**config.mk**
```make
export PLATFORM = sky130hd
export DESIGN_NAME = settle_qual
export DESIGN_NICKNAME = d
export VERILOG_FILES = /design/src/rtl/settle_qual.sv
export SDC_FILE = /design/constraint.sdc
export NUM_CORES = 1
export LEC_CHECK = 0
export BUFFER_PORTS_ARGS = -buffer_cell sky130_fd_sc_hd__buf_4
export CAP_MARGIN = 10
export CORE_ASPECT_RATIO = 0.7
export CORE_UTILIZATION = 49
export DETAILED_ROUTE_END_ITERATION = 12
export GPL_ROUTABILITY_DRIVEN = 0
export PLACE_DENSITY = 0.73
export SLEW_MARGIN = 30
export SYNTH_ARGS = -nofsm -noshare
export SYNTH_HDL_FRONTEND = slang
export SYNTH_SLANG_ARGS = --single-unit
```
**constraint.sdc**
```tcl
create_clock -name clk -period 1.8 [get_ports clk]
set_input_delay 0.36 -clock clk [delete_from_list [all_inputs] [get_ports clk]]
set_output_delay 0.36 -clock clk [all_outputs]
set_load 0.02 [all_outputs]
```
**src/rtl/settle_qual.sv**
```systemverilog
module settle_qual #(
  parameter int NSETUP  = 8,
  parameter int CHW     = 2,
  parameter int LOW_DISC  = 3,
  parameter int HIGH_DISC = 5
) (
  input  logic                      clk,
  input  logic                      rst_n,
  input  logic                      wr_en,
  input  logic [$clog2(NSETUP)-1:0] wr_idx,
  input  logic [CHW-1:0]            wr_chan,
  input  logic                      cmd_valid,
  input  logic [$clog2(NSETUP)-1:0] cmd_ptr,
  input  logic                      cmd_cont,
  input  logic                      rate_high,
  input  logic                      cal_done,
  input  logic                      conv_done,
  output logic [CHW-1:0]            conv_chan,
  output logic                      filt_flush,
  output logic                      result_valid
);
  localparam int CW = $clog2(HIGH_DISC + 1);

  logic [CHW-1:0] tbl [NSETUP];
  logic           hist, dirty, cont;
  logic [CW-1:0]  cnt;

  wire [CHW-1:0] new_chan = tbl[cmd_ptr];
  wire           chg      = !hist || (new_chan != conv_chan);

  always_ff @(posedge clk) begin
    if (!rst_n) begin
      for (int i = 0; i < NSETUP; i++) tbl[i] <= '0;
    end else if (wr_en) begin
      tbl[wr_idx] <= wr_chan;
    end
  end

  always_ff @(posedge clk) begin
    if (!rst_n) begin
      conv_chan    <= '0;
      filt_flush   <= 1'b0;
      result_valid <= 1'b0;
      hist         <= 1'b0;
      dirty        <= 1'b0;
      cont         <= 1'b0;
      cnt          <= '0;
    end else begin
      filt_flush <= 1'b0;
      if (cal_done) dirty <= 1'b1;
      if (cmd_valid) begin
        conv_chan    <= new_chan;
        filt_flush   <= chg;
        hist         <= 1'b1;
        cont         <= cmd_cont;
        result_valid <= 1'b0;
        dirty        <= !cmd_cont || cal_done;
        if (cmd_cont && (chg || dirty))
          cnt <= rate_high ? CW'(HIGH_DISC) : CW'(LOW_DISC);
        else
          cnt <= '0;
      end else if (conv_done) begin
        result_valid <= !cont || (cnt == '0);
        if (cont && cnt != '0) cnt <= cnt - 1'b1;
      end
    end
  end

  assert_flush_after_cmd_R3: assert property (@(posedge clk) disable iff (!rst_n)
    filt_flush |-> $past(cmd_valid));
  assert_flush_single_R3: assert property (@(posedge clk) disable iff (!rst_n)
    filt_flush && !$past(cmd_valid, 2) |=> !filt_flush || $past(cmd_valid));
  assert_chan_stable_R2: assert property (@(posedge clk) disable iff (!rst_n)
    !cmd_valid |=> $stable(conv_chan));
  assert_cmd_clears_valid_R10: assert property (@(posedge clk) disable iff (!rst_n)
    cmd_valid |=> !result_valid);
  assert_valid_hold_R10: assert property (@(posedge clk) disable iff (!rst_n)
    !cmd_valid && !conv_done |=> $stable(result_valid));
  assert_single_valid_R9: assert property (@(posedge clk) disable iff (!rst_n)
    conv_done && !cmd_valid && !cont |=> result_valid);
  assert_disc_bound_R6: assert property (@(posedge clk) disable iff (!rst_n)
    cnt <= CW'(HIGH_DISC));
endmodule

```
-- Word level (Yosys, flattened, before mapping)
Memory sizes are Yosys's and may differ from the RTL's.
Index checks and enable logic that the tools add are counted.
- add/sub/neg operators: 1
- equal/unequal tests: 1
- mux-type cells: 14
- bitwise gates (word level): 1
- reductions and logical operators: 18
- operators with widths (kind ; number):
    two-way mux 3 bit ; 6
    two-way mux 1 bit ; 7
    nonzero test 2 bit ; 3
    logical OR 1 bit ; 4
    AND reduction 2 bit ; 2
    OR reduction 2 bit ; 2
    zero test 1 bit ; 3
    zero test 3 bit ; 1
    nonzero test 3 bit ; 1
    subtractor 3 x 1 -> 3 bit (second input constant) ; 1
    logical AND 1 bit ; 2
    two-way mux 2 bit ; 1
    != test 2 bit ; 1
    NOT 1 bit ; 1
- register bits: 10
- memory bits (writable): 16
- input port bits: 16
- output and inout port bits: 4
- word-level logic and storage cells: 43
- memories kept: 1
- memory list (name ; depth ; bits a word ; read ports ; clocked after Yosys merged registers in ; write ports ; line ; RTL):
    tbl ; 8 ; 2 ; 1 ; 0 ; 8 ; 24 ; logic [CHW-1:0] tbl [NSETUP];

-- Depth between registers and ports, before layout
An unclocked memory read counts as a cell.
- word-level depth: 7
- mapped depth: 8
- mapped depth without buffers: 8

-- Worst setup path before layout
No wires, ideal clock.
- path kind: input-to-reg
- start: input cmd_ptr[0]
- end: register cnt[0]
- library setup time: 0.132 ns
- arrival time: 1.616 ns
- data required time: 1.668 ns
- path slack: 0.052 ns
- stages: 6
- path buffers: 1
- cells stage by stage: buf_6 mux2_1 mux4_2 xnor2_1 and2_4 a31oi_1
- longest elaborated chain between the ends: 7
- RTL lines (element ; line ; RTL):
    start: declaration ; 13 ; input logic [$clog2(NSETUP)-1:0] cmd_ptr,
    memory (8 x 2 bit) ; n/a ;
    != test 2 bit ; 29 ; wire chg = !hist || (new_chan != conv_chan);
    logical OR 1 bit ; 29 ;
    logical OR 1 bit ; 58 ; if (cmd_cont && (chg || dirty))
    logical AND 1 bit ; 58 ;
    two-way mux 3 bit ; 58 ;
    two-way mux 3 bit ; 51 ; if (cmd_valid) begin
    end signal: assignment ; 59 ; cnt <= rate_high ? CW'(HIGH_DISC) : CW'(LOW_DISC);
    end signal: assignment ; 64 ; if (cont && cnt != '0) cnt <= cnt - 1'b1;
    end: declaration ; 26 ; logic [CW-1:0] cnt;
No other way between the ends.
A chain may end at the register's enable or synchronous reset.

-- Worst setup path after layout
- start: memory tbl[3][1]
- end: register cnt[2]
- longest elaborated chain between the ends: 7
- RTL lines (element ; line):
    start: declaration ; 24
    memory (8 x 2 bit) ; n/a
    != test 2 bit ; 29
    logical OR 1 bit ; 29
    logical OR 1 bit ; 58
    logical AND 1 bit ; 58
    two-way mux 3 bit ; 58
    two-way mux 3 bit ; 51
No other way between the ends.

==> impl_results.md <==
* Port Buf Inserts at 19
* Min Hold Slack at 0.297 ns
* Slew margin rel. at 73.8%
* Post-synth top area cell: edfxtp_1
* Crit-path cells: mux2_1 > mux4_2 > xnor2_1 > and2_4 > a31oi_1
* Slowest cell on the critical path: mux4_2
* Fmax at 581 MHz
* Post-synth EDFFs at 16
* Bufs on Longest Clock Path at 2
* Most numerous cell in the Yosys netlist: nor2_1
* GR Overflow Total at 0
* Fin area at 1550 um2
* Initial DRC count at 48
* Synth Warn # at 0
* Die Footprint at 2840 um2
* Vias/cell at 5.47
* Hold crit path type: in2reg
* Total track usage at 19.1%
* Post-Syn Nets at 141
* Layout cells sized above 1 at 23.6%
* Initial antenna violation count at 0
* Switching power at 0.314 mW
* Clk network pwr share at 34.4%
* CTS H-Tree Depth at 1
* Crit Path Class: reg2reg
* Total core area at 2480 um2
* Mapped Area at 1290 um2
* Max-cap violation count at 0
* Clk_skew at 0.00655 ns
* Global-route wire length before repair at 3950 um
* CP delay by family, top: multiplexers
* Syn avg cell area at 10.5 um2
* DR DRC count at 0
* Async S/R FF share, synth at 0%
* Launch point of the worst path: tbl[3][1]$_SDFFCE_PN0P_
* Least-Margin Pin Slew at 0.388 ns
* Placed Instance Area at 1470 um2
* Routed len/inst at 14.0 um
* Filler cell count at 210
* Drt total wl at 2500 um
* PD cells at 898 nW/um2
* Rows at 15
* Crit Path Max Fanout at 4
* Sequential share of power at 49.8%
* Endpoints failing hold at 0
* Area Growth Syn to Fin at 20.1%
* Minimum clock period at 1.72 ns
* Worst setup SP type: flip-flop
* Routed Antenna Nets at 0
* Clk sinks at 26
* Seq/Total Area, Yosys at 52.9%
* Clock Latency Late Sink at 0.27 ns
* Unrepaired setup endpoints after global routing: false
* Synth area leaders: edfxtp_1, dfxtp_1, nor2_1
* Sequential standard cell area at 681 um2
* Largest net degree at the start of global routing at 23
* CP max stage delay at 0.49 ns
* Final Slew Violations at 0
* Sw Share at 22.6%
* Synth top cells by count: nor2_1, edfxtp_1, dfxtp_1
* Gate Count Post-Synth at 123
* Final period util at 95.6%
* Die height at 44.9 um
* Critical Path Sink Type: flip-flop
* TritonRoute pass-1 iters at 4
* Critical Path RT at 1.95 ns
* Top FF cell, synth: edfxtp_1
* Leakage at 0.613 nW
* Share of the synthesized area in the top cell type at 37.3%
* I/O Pins at 20
* Status: finished, final reports clean
* Total CTS buffers at 3
* Worst path arrival time at 1.87 ns
* CTS tree: yes
* Synthesized flop and latch total at 26
* Vias after detailed routing at 974
* P_int at 1.07 mW
* Buf/Inv on CP at 0
* CTS clk-pin slew, worst paths at 0.09 ns
* DP HPWL at 1870 um
* Root buf cell: clkbuf_8
* Max IR drop VDD at 0.558 mV
* Die Wd at 63.3 um
* Min-Delay Startpoint: cal_done
* Final setup fails at 0
* Final net count at 163
* Starting Density at 52.0%
* Synth cell types at 31
* Vias in the first global route at 904
* Antenna diodes at 0
* Footprint of the multi-input gates at 568 um2
* Combinational share of power at 15.8%
* Worst r2r src: tbl[3][1]$_SDFFCE_PN0P_
-- flip-flops by register name, indices dropped and copies added (netlist names) --
register and flops:
cnt 3, cont 1, result_valid 1, conv_chan 2, hist 1, dirty 1, tbl 16, filt_flush 1
-- kinds of logic (layout without fill, tap and decap cells) --
logic type / Yosys count / count (layout) / synth area share, %
buffers and inverters: 10 / 31 / 3.50
and+or+nand+nor: 49 / 49 / 18.0
adders and majority gates: 2 / 2 / 1.94
xor gates and xnor gates: 2 / 2 / 1.36
DFF: 26 / 26 / 52.9
muxes: 12 / 12 / 11.7
AOI/OAI and AO/OA: 22 / 22 / 10.7
-- through the flow --
stage | worst slack, ns | power, mW | setup TNS, ns | instances | util [%]
after floorplan | 0.0520 | 0.839 | 0 | 123 | -
after global placement | -0.00714 | 0.910 | -0.0150 | 174 | 59.3
after detailed placement | -0.0364 | 0.920 | -0.0978 | 174 | 59.3
after CTS | 0.0949 | 1.39 | 0 | 178 | 62.2
after global routing | 0.0130 | 1.44 | 0 | 178 | 62.4
final | 0.0801 | 1.39 | 0 | 178 | 62.4
-- cell type report --
type	instances	share of cell area, %
clock buffer	3	2.67
clock inverter	1	1.94
inverter	5	1.21
multi-input combinational	87	36.7
sequential	26	44.0
tap	34	2.75
timing repair buffer	22	10.7
-- worst register-to-register path, cell delays in order, from the launching register on --
cell      delay (ns)
edfxtp_1        0.38
mux2_1          0.31
mux4_2          0.49
xnor2_1         0.17
and2_4          0.18
a31oi_1         0.07
-- final timing paths --
check / slack, ns / cells after the start / end
worst min register to register: 0.48 / 1 / hist$_SDFFE_PN0P_
worst max-delay path: 0.08 / 5 / cnt[2]$_SDFFE_PN0P_
worst min-delay path: 0.30 / 2 / dirty$_SDFFE_PN0P_
worst max register to register: 0.08 / 5 / cnt[2]$_SDFFE_PN0P_
-- power groups by stage --
| stage | Combinational [mW] | Clock, mW | Sequential [mW] |
|---|---|---|---|
| global placement | 0.207 | 0 | 0.703 |
| CTS | 0.217 | 0.479 | 0.691 |
| finish | 0.220 | 0.477 | 0.691 |
| detailed placement | 0.215 | 0 | 0.704 |
| floorplan | 0.133 | 0 | 0.706 |
| global route | 0.242 | 0.498 | 0.695 |
-- placed cells by master, fill, tap and decap left out, types with 2 or more instances in the layout --
cell | synthesis | layout
buf_4 | 0 | 22
nor2_1 | 21 | 21
edfxtp_1 | 16 | 16
dfxtp_1 | 10 | 10
o21ai_0 | 9 | 9
nand2_1 | 8 | 8
mux2i_1 | 6 | 6
inv_1 | 5 | 5
nand2b_1 | 4 | 4
a31oi_1 | 5 | 4
mux2_4 | 3 | 3
nor3_1 | 3 | 3
nand3_1 | 3 | 3
nand4_1 | 3 | 3
nor2b_1 | 3 | 3
o21a_1 | 3 | 3
clkbuf_8 | 0 | 3
xnor2_1 | 2 | 2
nand3b_1 | 2 | 2
ha_1 | 2 | 2
-- layer usage --
layer	global-route usage [%]	share of wire [%]	vias to the layer above
li1	-	-	480
met5	0	0	-
met1	25.2	49	454
met4	8.18	1.8	0
met2	29.9	44	34
met3	5.81	5.8	6
-- timing repair --
action	4_1_cts	5_1_grt
setup buffers	0	0
setup endpoints to repair	0	1
hold buffers	0	0
hold endpoints to repair	0	0
gates resized for setup	0	1
No activity file was read; power rests on OpenSTA's default activity.
